$ cat config.mk
export PLATFORM = sky130hd
export DESIGN_NAME = rx_bit_fifo
export DESIGN_NICKNAME = d
export VERILOG_FILES = /design/src/rtl/rxf_pkg.sv /design/src/rtl/rxf_cmd_decode.sv /design/src/rtl/rxf_sync_match.sv /design/src/rtl/rxf_fill_ctrl.sv /design/src/rtl/rxf_bit_store.sv /design/src/rtl/rx_bit_fifo.sv
export SDC_FILE = /design/constraint.sdc
export NUM_CORES = 1
export LEC_CHECK = 0
export ABC_AREA = 0
export BUFFER_PORTS_ARGS = -buffer_cell sky130_fd_sc_hd__clkbuf_2
export CELL_PAD_IN_SITES_DETAIL_PLACEMENT = 0
export CELL_PAD_IN_SITES_GLOBAL_PLACEMENT = 2
export CORE_ASPECT_RATIO = 0.7
export CORE_MARGIN = 2
export CORE_UTILIZATION = 34
export CTS_CLUSTER_DIAMETER = 30
export CTS_CLUSTER_SIZE = 8
export DETAILED_ROUTE_END_ITERATION = 16
export PLACE_DENSITY = 0.74
export SYNTH_ARGS = -nofsm -noshare
export SYNTH_HDL_FRONTEND = slang
export SYNTH_SLANG_ARGS = --single-unit
$ cat constraint.sdc
create_clock -name clk -period 2.7 [get_ports clk]
set_clock_uncertainty 0.2 [all_clocks]
set_input_delay 0.675 -clock clk [delete_from_list [all_inputs] [get_ports clk]]
set_output_delay 0.675 -clock clk [all_outputs]
set_load 0.1 [all_outputs]
$ cat src/rtl/rxf_pkg.sv
package rxf_pkg;
   localparam logic [7:0]  CMD_TAG = 8'hCE;
   localparam logic [15:0] CMD_POR = 16'hCE85;

   typedef enum logic [1:0] {
      START_VDI    = 2'b00,
      START_SYNC   = 2'b01,
      START_NEVER  = 2'b10,
      START_ALWAYS = 2'b11
   } start_mode_e;

   typedef struct packed {
      logic [3:0]  level;
      start_mode_e mode;
      logic        fill_en;
      logic        fifo_en;
   } fifo_cfg_t;
endpackage

$ cat src/rtl/rxf_cmd_decode.sv
module rxf_cmd_decode
   import rxf_pkg::*;
#(
   parameter int CMD_W = 16
) (
   input  logic             clk,
   input  logic             rst,
   input  logic             cmd_valid,
   input  logic [CMD_W-1:0] cmd_word,
   output fifo_cfg_t        cfg
);
   localparam int CFG_W = $bits(fifo_cfg_t);

   if (CMD_W != CFG_W + 8) begin : g_bad_width
      $error("rxf_cmd_decode: CMD_W must equal config width plus 8");
   end

   logic hit;
   assign hit = cmd_valid && (cmd_word[CMD_W-1:CFG_W] == CMD_TAG);

   always_ff @(posedge clk) begin
      if (rst) begin
         cfg <= fifo_cfg_t'(CMD_POR[CFG_W-1:0]);
      end else if (hit) begin
         cfg <= fifo_cfg_t'(cmd_word[CFG_W-1:0]);
      end
   end
endmodule

$ cat src/rtl/rxf_sync_match.sv
module rxf_sync_match #(
   parameter int                SYNC_W    = 16,
   parameter logic [SYNC_W-1:0] SYNC_WORD = 16'h2DD4
) (
   input  logic clk,
   input  logic rst,
   input  logic clr,
   input  logic bit_stb,
   input  logic bit_in,
   output logic hit
);
   localparam int SEEN_W = $clog2(SYNC_W + 1);

   if (SYNC_W < 2) begin : g_bad_sync
      $error("rxf_sync_match: SYNC_W must be at least 2");
   end

   logic [SYNC_W-1:0] sr;
   logic [SYNC_W-1:0] sr_next;
   logic [SEEN_W-1:0] seen;
   logic              primed;

   assign sr_next = {sr[SYNC_W-2:0], bit_in};
   assign primed  = seen >= SEEN_W'(SYNC_W - 1);
   assign hit     = bit_stb && !clr && primed && (sr_next == SYNC_WORD);

   always_ff @(posedge clk) begin
      if (rst || clr) begin
         sr   <= '0;
         seen <= '0;
      end else if (bit_stb) begin
         sr <= sr_next;
         if (seen != SEEN_W'(SYNC_W)) seen <= seen + 1'b1;
      end
   end
endmodule

$ cat src/rtl/rxf_fill_ctrl.sv
module rxf_fill_ctrl
   import rxf_pkg::*;
(
   input  logic      clk,
   input  logic      rst,
   input  fifo_cfg_t cfg,
   input  logic      vdi_in,
   input  logic      sync_hit,
   input  logic      bit_stb,
   output logic      started,
   output logic      wr_en,
   output logic      search_clr
);
   logic go;
   logic start_cond;

   assign go = cfg.fill_en && cfg.fifo_en;

   always_comb begin
      case (cfg.mode)
         START_VDI:    start_cond = vdi_in;
         START_SYNC:   start_cond = sync_hit;
         START_ALWAYS: start_cond = 1'b1;
         default:      start_cond = 1'b0;
      endcase
   end

   always_ff @(posedge clk) begin
      if (rst || !go) begin
         started <= 1'b0;
      end else if (start_cond) begin
         started <= 1'b1;
      end
   end

   assign wr_en      = go && started && bit_stb;
   assign search_clr = !go || started;
endmodule

$ cat src/rtl/rxf_bit_store.sv
module rxf_bit_store #(
   parameter int DEPTH = 16
) (
   input  logic                       clk,
   input  logic                       rst,
   input  logic                       clr,
   input  logic                       wr_en,
   input  logic                       wr_bit,
   input  logic                       rd_pop,
   output logic                       rd_bit,
   output logic [$clog2(DEPTH+1)-1:0] count,
   output logic                       ovf
);
   localparam int PTR_W = $clog2(DEPTH);
   localparam int CNT_W = $clog2(DEPTH + 1);

   if (DEPTH < 2 || (1 << PTR_W) != DEPTH) begin : g_bad_depth
      $error("rxf_bit_store: DEPTH must be a power of two of at least 2");
   end

   logic             mem [DEPTH];
   logic [PTR_W-1:0] wr_ptr;
   logic [PTR_W-1:0] rd_ptr;
   logic             full;
   logic             push;
   logic             pop;

   assign full = count == CNT_W'(DEPTH);
   assign push = wr_en && !full;
   assign pop  = rd_pop && (count != '0);

   for (genvar i = 0; i < DEPTH; i++) begin : g_cell
      always_ff @(posedge clk) begin
         if (rst || clr) begin
            mem[i] <= 1'b0;
         end else if (push && wr_ptr == PTR_W'(i)) begin
            mem[i] <= wr_bit;
         end
      end
   end

   always_ff @(posedge clk) begin
      if (rst || clr) begin
         wr_ptr <= '0;
         rd_ptr <= '0;
         count  <= '0;
         ovf    <= 1'b0;
      end else begin
         if (push) wr_ptr <= wr_ptr + 1'b1;
         if (pop)  rd_ptr <= rd_ptr + 1'b1;
         count <= count + CNT_W'(push) - CNT_W'(pop);
         if (wr_en && full) ovf <= 1'b1;
      end
   end

   assign rd_bit = (count != '0) ? mem[rd_ptr] : 1'b0;
endmodule

$ cat src/rtl/rx_bit_fifo.sv
module rx_bit_fifo
   import rxf_pkg::*;
#(
   parameter int                DEPTH     = 16,
   parameter int                SYNC_W    = 16,
   parameter logic [SYNC_W-1:0] SYNC_WORD = 16'h2DD4
) (
   input  logic        clk,
   input  logic        rst,
   input  logic        cmd_valid,
   input  logic [15:0] cmd_word,
   input  logic        bit_stb,
   input  logic        bit_in,
   input  logic        vdi_in,
   input  logic        rd_pop,
   output logic        rd_bit,
   output logic        irq,
   output logic        ovf
);
   localparam int CNT_W = $clog2(DEPTH + 1);

   fifo_cfg_t        cfg;
   logic             sync_hit;
   logic             started;
   logic             wr_en;
   logic             search_clr;
   logic [CNT_W-1:0] count;

   rxf_cmd_decode #(.CMD_W(16)) u_cmd (
      .clk(clk), .rst(rst), .cmd_valid(cmd_valid), .cmd_word(cmd_word), .cfg(cfg)
   );

   rxf_sync_match #(.SYNC_W(SYNC_W), .SYNC_WORD(SYNC_WORD)) u_sync (
      .clk(clk), .rst(rst), .clr(search_clr), .bit_stb(bit_stb),
      .bit_in(bit_in), .hit(sync_hit)
   );

   rxf_fill_ctrl u_fill (
      .clk(clk), .rst(rst), .cfg(cfg), .vdi_in(vdi_in), .sync_hit(sync_hit),
      .bit_stb(bit_stb), .started(started), .wr_en(wr_en), .search_clr(search_clr)
   );

   rxf_bit_store #(.DEPTH(DEPTH)) u_store (
      .clk(clk), .rst(rst), .clr(!cfg.fifo_en), .wr_en(wr_en), .wr_bit(bit_in),
      .rd_pop(rd_pop), .rd_bit(rd_bit), .count(count), .ovf(ovf)
   );

   assign irq = (count != '0) && (int'(count) >= int'(cfg.level));
endmodule

==> metrics.md, run 1 <==
| Metric | Value |
|---|---|
| CORE AREA | ~0.0086 mm^2 |
| Max clock buf depth | 2 |
| GR peak layer | met2 |
| WP data required | roughly 2.8 ns |
| CTS tree | done |
| Crit path DAT | 2.74 ns |
| Slew margin rel. | between 50 and 60% |
| Area growth from synthesis to layout | 24.4% |
| Total grt overflow | 0 |
| Worst path most repeated cell | a21oi_2 |
| Distinct cell type count after synthesis | between 50 and 60 |
| Die Wd | between 100 and 150 um |
| Yosys reg bits | 63 |
| Fin util | ~44% |
| Share of post-route cells with drive strength above 1 | 25.6% |
| CP Max Fanout | 3 |
| Vias | 2189 |
| Crit path kind | reg2reg |
| LEAKAGE | ~1.4 nW |
| Clk root buf | clkbuf_16 |
| Starting density of the core | 35.6% |
| EDFF count, synth | 16 |
| Worst path cell trace | inv_2 > ha_4 > or4b_4 > nand3_2 > o21ai_2 > ha_2 > fa_2 > a21oi_2 > nor2_1 > or3_1 > a21oi_2 |
| HPWL after DPL | 4250 um |
| Outcome | finished clean |
| DR iter-0 viols | roughly 100 |
| IO buf count | 25 |
| Max-slew violation count | 0 |
| Layout fillers | ~860 |
| Period minus WS final | around 2.7 ns |
| GR Util All Layers | between 10% and 20% |
| Async SR Flop Fraction | 0% |
| Die area | about 0.0098 mm^2 |
| DRT Pass-1 Iters | 4 |
| Startpoint types | register |
| Fmax | approximately 370 MHz |
| Vias in the first global route | about 2100 |
| Worst path max stage delay | 0.47 ns |
| Hold buffers post-CTS | 0 |
| Clock Sinks | between 60 and 70 |
| Largest net degree at the start of global routing | 22 |
| Critical path's slowest cell | or4b_4 |
| H-tree depth | 3 |
| CP top delay family | simple AND/OR/NAND/NOR gates |
| Final Hold Violating Endpoints | 0 |
| Met1 Track Usage GR | between 15 and 20% |
| Routability cong. | around 0.76 |
| Num ports | 26 |
| Initial antenna violation count | 0 |
| Die Height | approximately 84 um |
| Clk slew on worst S/H paths | ~0.060 ns |
| Syn_nets | about 350 |
| Overall Power | 2.69 mW |
| Drt drc | 0 |
| Global-route wire length before repair | between 10000 and 15000 um |
| Tightest Pin Transition | a little over 0.6 ns |
| Worst IR Drop VDD | 320 uV |
| Most used DFF post-synth | dfxtp_1 |
| YS warnings | 0 |
| # rows | 28 |
| Hold Path Class | reg2reg |
| Most common cell after layout, fill and taps aside | nor2_1 |
| Final WL | around 6000 um |
| CTS buffer count | 9 |
| Sequential-to-total area share from yosys stat | between 40% and 50% |
| Post-Syn Area per Cell | 10.0 um^2 |
| Wire per inst | 12.6 um |
| Pwr dens | between 700 and 800 mW/mm^2 |
| Bufs and invs on worst path | 1 |
| Period Utilization, post-route | between 90 and 100% |
| Diode count | 0 |
| Worst skew pair latency | around 0.33 ns |
| Total Nets Final | approximately 390 |
| Cells after synthesis | 307 |
| DR vias/cell | between 4 and 5 |
| Max-cap check violation count | 0 |
| Crit end category | register |
| Synth Cell Area | slightly above 0.003 mm^2 |
| RSZ-0062 raised after global routing | yes |
| Most frequent cells in the layout | 58 x nor2_1, 43 x dfxtp_1, 25 x mux2i_1, 23 x clkbuf_2, 17 x o21ai_0 |
| Final ANT Viol Nets | 0 |
| Met3 usage | under 10% |
| Met2 usage | approximately a fifth |
| Endpoints failing setup | 0 |
-- worst reg2reg max path: stages (launching register included) --
cell and delay (ns):
dfxtp_2 0.32, inv_2 0.07, ha_4 0.14, or4b_4 0.47
nand3_2 0.09, o21ai_2 0.06, ha_2 0.20, fa_2 0.39
a21oi_2 0.15, nor2_1 0.06, or3_1 0.35, a21oi_2 0.11
-- through the flow --
step                      hold WS [ns]  worst slack [ns]  TNS [ns]  instance area (um^2)  std cells
after global routing             0.323           -0.0861    -0.129                  3820        472
after CTS                        0.273           0.00664         0                  3780        471
final                            0.268            0.0204         0                  3820        472
after global placement           0.251            0.0449         0                  3430        453
after floorplan                  0.251           -0.0316   -0.0316                  3090        307
after detailed placement         0.258           -0.0251   -0.0251                  3430        453
-- Yosys cell counts (all sizes together), types with 4 or more instances --
master | instances | area share [%]
edfxtp | 16 | 16
a21oi | 11 | 1.8
ha | 17 | 6.9
nor2b | 4 | 0.81
nor2 | 59 | 7.5
clkbuf | 8 | 0.98
xor2 | 7 | 2.7
xnor2 | 5 | 1.4
buf | 5 | 1.1
inv | 15 | 1.8
mux2i | 25 | 8.1
o21ai | 19 | 3.1
nand2 | 13 | 1.9
dfxtp | 47 | 31
nand3 | 10 | 2.0
-- per-layer routing --
metal  part of all wire, %  up-vias
met5                     0        -
met4                   2.0        0
met3                   3.1        8
met2                    42       21
met1                    53     1006
li1                      -     1154
-- cell type report --
cell class              count  area [um^2]  share of cell area (%)
flip-flops and latches     63         1430                    37.4
clock inverters             7         73.8                    1.93
repair buffers             42          287                    7.50
inverters                  15         56.3                    1.47
well taps                 120          150                    3.93
clock buffers               9          225                    5.89
multi-input cells         216         1600                    41.9
-- what timing repair did --
item | in CTS | in global routing
setup buffers | 2 | 1
endpoints found under the setup margin | 3 | 3
pin swaps | 1 | 6
resized for setup | 11 | 10
-- sequential cells by signal (all words and copies together), names as in the netlist, named ones only --
signal and flops:
u_store.ovf 1, u_sync.seen 5, u_sync.sr 15, u_fill.started 1
u_store.mem 16, u_store.count 5, u_cmd.cfg 8, u_store.rd_ptr 4
u_store.wr_ptr 4
-- cells by family after synthesis --
kind of cell / Yosys count / synth area share [%]
simple gates: 115 / 19.7
flops: 63 / 46.3
compound gates: 43 / 8.47
buf+inv: 28 / 3.87
mux: 28 / 9.98
fa+ha+maj: 18 / 7.58
xor+xnor: 12 / 4.15
-- path summary, 6_finish.rpt --
kind | to | slack (ns) | startpoint | cells past startpoint
setup / recovery | u_store.count[4]$_SDFF_PP0_ | 0.02 | u_store.count[3]$_SDFF_PP0_ | 11
hold / removal | u_store.ovf$_SDFFE_PP0P_ | 0.27 | u_store.ovf$_SDFFE_PP0P_ | 2
setup reg to reg | u_store.count[4]$_SDFF_PP0_ | 0.02 | u_store.count[3]$_SDFF_PP0_ | 11
hold reg to reg | u_store.ovf$_SDFFE_PP0P_ | 0.27 | u_store.ovf$_SDFFE_PP0P_ | 2
-- power breakdown --
part	switching (mW)	internal, mW
combinational	0.255	0.258
clock	0.432	0.713
sequential	0.0248	1.00
Power figures use the tool's default switching activity.
==> run 2: changes to the inputs <==
--- a/config.mk
+++ b/config.mk
@@ -9,7 +9,6 @@
 export BUFFER_PORTS_ARGS = -buffer_cell sky130_fd_sc_hd__clkbuf_2
 export CELL_PAD_IN_SITES_DETAIL_PLACEMENT = 0
 export CELL_PAD_IN_SITES_GLOBAL_PLACEMENT = 2
-export CORE_ASPECT_RATIO = 0.7
 export CORE_MARGIN = 2
 export CORE_UTILIZATION = 34
 export CTS_CLUSTER_DIAMETER = 30
==> run 2 against run 1 <==
Sequential power about the same. Via count up 1.6%. Register-to-register slack better by 0.06 ns. Cell count down 2.3%. Design area down 2.3%. Worst hold slack better by 0.024 ns. Non-clock buffer count up 1. Routed wire length down 0.73%. Critical path depth down 5. Maximum frequency up 0.34%. Clock power down 15%. Count of clock-buffer cells in the layout up 1.
==> metrics.md, run 2 (same netlist as run 1, synthesis figures left out) <==
| Metric | Value |
|---|---|
| Crit end category | output port |
| CORE AREA | 0.00872 mm^2 (+1.2%) |
| Initial antenna violation count | 0 (unchanged) |
| LEAKAGE | 1.41 nW (-0.90%) |
| Drt drc | 0 (unchanged) |
| Starting density of the core | 35.2% (-0.42 points) |
| Placed cells | 440 (-2.9%) |
| Hold Crit Depth | 2 (unchanged) |
| CTS buffer count | 9 (unchanged) |
| Most frequent cells in the layout | 58 x nor2_1, 44 x dfxtp_1, 25 x mux2i_1, 23 x clkbuf_2 |
| Vias in the first global route | 2169 (+2.9%) |
| Final ANT Viol Nets | 0 (unchanged) |
| Hold Path Class | reg2reg |
| CP Max Fanout | 3 (unchanged) |
| Largest Register | u_store.mem |
| Area of the multi-input gates | 0.00158 mm^2 (-1.3%) |
| HPWL after DPL | 4270 um (+0.46%) |
| Diode count | 0 (unchanged) |
| DRT Pass-1 Iters | 4 (unchanged) |
| Total Nets Final | 389 (+0.26%) |
| Hold path endpoint | u_store.rd_ptr[1]$_SDFFE_PP0P_ |
| GR Util All Layers | 13.1% (-0.36 points) |
| Fmax | 374 MHz (+0.34%) |
| Max-slew violation count | 0 (unchanged) |
| Worst skew pair latency | 0.33 ns (about the same) |
| Layout fillers | 857 (-0.81%) |
| Area growth from synthesis to layout | 21.6% |
| Clk root buf | clkbuf_8 |
| R2r worst-path depth | 11 (unchanged) |
| Design area | 0.00373 mm^2 (-2.3%) |
| Startpoint types | register |
| Pwr dens | 665 mW/mm^2 (-5.3%) |
| Hold Crit Start | u_store.rd_ptr[1]$_SDFFE_PP0P_ |
| Max clock buf depth | 2 (unchanged) |
| Endpoints failing setup | 0 (unchanged) |
| Vias | 2225 (+1.6%) |
| Total grt overflow | 0 (unchanged) |
| Worst IR Drop VDD | 277 uV (-14%) |
| Tightest Pin Transition | 0.565 ns (-0.0567 ns) |
| RSZ-0062 raised after global routing | yes |
| Crit path DAT | 1.80 ns (-0.94 ns) |
| R2R Path End | u_store.count[4]$_SDFF_PP0_ |
| Die Height | 99.1 um (+19%) |
| Die Wd | 99.1 um (-16%) |
| Final cell count without fillers | 461 (-2.3%) |
| FF-to-FF setup slack | 0.08 ns (+0.06 ns) |
| Slew margin rel. | 62.2% (+3.8 points) |
| DR vias/cell | 4.83 (+4.1%) |
| Final WL | 5880 um (-0.73%) |
| Largest register FFs | 16 (unchanged) |
| Reg area | 0.00143 mm^2 (about the same) |
| Clk slew on worst S/H paths | 0.07 ns (about the same) |
| DR iter-0 viols | 62 (-40%) |
| H-tree depth | 3 (unchanged) |
| Share of post-route cells with drive strength above 1 | 24.9% (-0.64 points) |
| Placed inst area | 0.00341 mm^2 (-0.66%) |
| Reg-to-Reg Start | u_store.count[3]$_SDFF_PP0_ |
| WP data required | 1.82 ns (-0.94 ns) |
| Routability cong. | 0.741 (-1.9%) |
| Num ports | 26 (unchanged) |
| Crit path kind | reg2out |
| IO buf count | 25 (unchanged) |
| Clock Sinks | 63 (unchanged) |
| Biggest registers after layout | u_store.mem (16), u_sync.sr (15), u_cmd.cfg (8) |
| Die area | 0.00981 mm^2 (-0.12%) |
| Most common cell after layout, fill and taps aside | nor2_1 |
| Period Utilization, post-route | 98.9% (-0.34 points) |
| Global-route wire length before repair | 10100 um (-2.2%) |
| Outcome | finished clean |
| Period minus WS final | 2.67 ns (-0.00912 ns) |
| # rows | 34 (+21%) |
| Final Hold Violating Endpoints | 0 (unchanged) |
| Wire per inst | 12.8 um (+1.6%) |
| CTS tree | done |
| Max-cap check violation count | 0 (unchanged) |
| Largest net degree at the start of global routing | 23 (+4.5%) |
## run 2: power by group
part | switching [mW] | internal (mW)
Sequential | 0.0243 | 1.00
Clock | 0.384 | 0.580
Combinational | 0.238 | 0.258
## run 2: worst max path at each step
stage                                            from                     endpoint  slack [ns]  cells after the start
after floorplan           u_store.count[3]$_SDFF_PP0_  u_store.count[4]$_SDFF_PP0_       -0.03                     12
after global placement    u_store.count[2]$_SDFF_PP0_  u_store.count[4]$_SDFF_PP0_        0.07                     11
after detailed placement  u_store.count[2]$_SDFF_PP0_  u_store.count[4]$_SDFF_PP0_      0.0003                     11
after CTS                 u_store.count[2]$_SDFF_PP0_                       rd_bit       0.003                      6
after global routing      u_store.count[0]$_SDFF_PP0_                          irq       -0.05                      7
final                     u_store.count[3]$_SDFF_PP0_                       rd_bit        0.03                      6
## run 2: cell type report
class / count / area share [%]
Clock buffer: 10 / 3.99
Timing Repair Buffer: 43 / 7.97
Clock inverter: 6 / 2.38
Inverter: 15 / 1.51
Tap cell: 108 / 3.62
Sequential cell: 63 / 38.2
Multi-Input combinational cell: 216 / 42.3
## run 2: repair_timing
| item | 4_1_cts | 5_1_grt |
|---|---|---|
| pin swaps | 0 | 5 |
| resized for setup | 12 | 4 |
| setup buffers | 2 | 3 |
| endpoints found under the setup margin | 3 | 3 |
| hold buffers | 0 | 0 |
## run 2: routing by layer
layer	GRT usage [%]	share of wire [%]
met5	0	0
met4	6.43	1.7
met3	2.98	3.0
met2	20.6	45
met1	16.9	50
## run 2: critical path, stage by stage, from the launching register on
cell	delay, ns
dfxtp_2	0.33
inv_2	0.07
ha_4	0.13
or4b_4	0.47
buf_8	0.15
a21boi_4	0.14
buf_12	0.17
## run 2: metrics by stage
step | power [mW] | TNS (ns) | worst slack [ns] | hold slack, ns | util, %
after detailed placement | 1.47 | 0 | 0.000327 | 0.287 | 39.1
final | 2.48 | 0 | 0.0295 | 0.292 | 42.8
after floorplan | 1.35 | -0.0316 | -0.0316 | 0.251 | -
after CTS | 2.50 | 0 | 0.00341 | 0.299 | 42.5
after global placement | 1.47 | 0 | 0.0679 | 0.279 | 39.1
after global routing | 2.61 | -0.114 | -0.0485 | 0.316 | 42.8
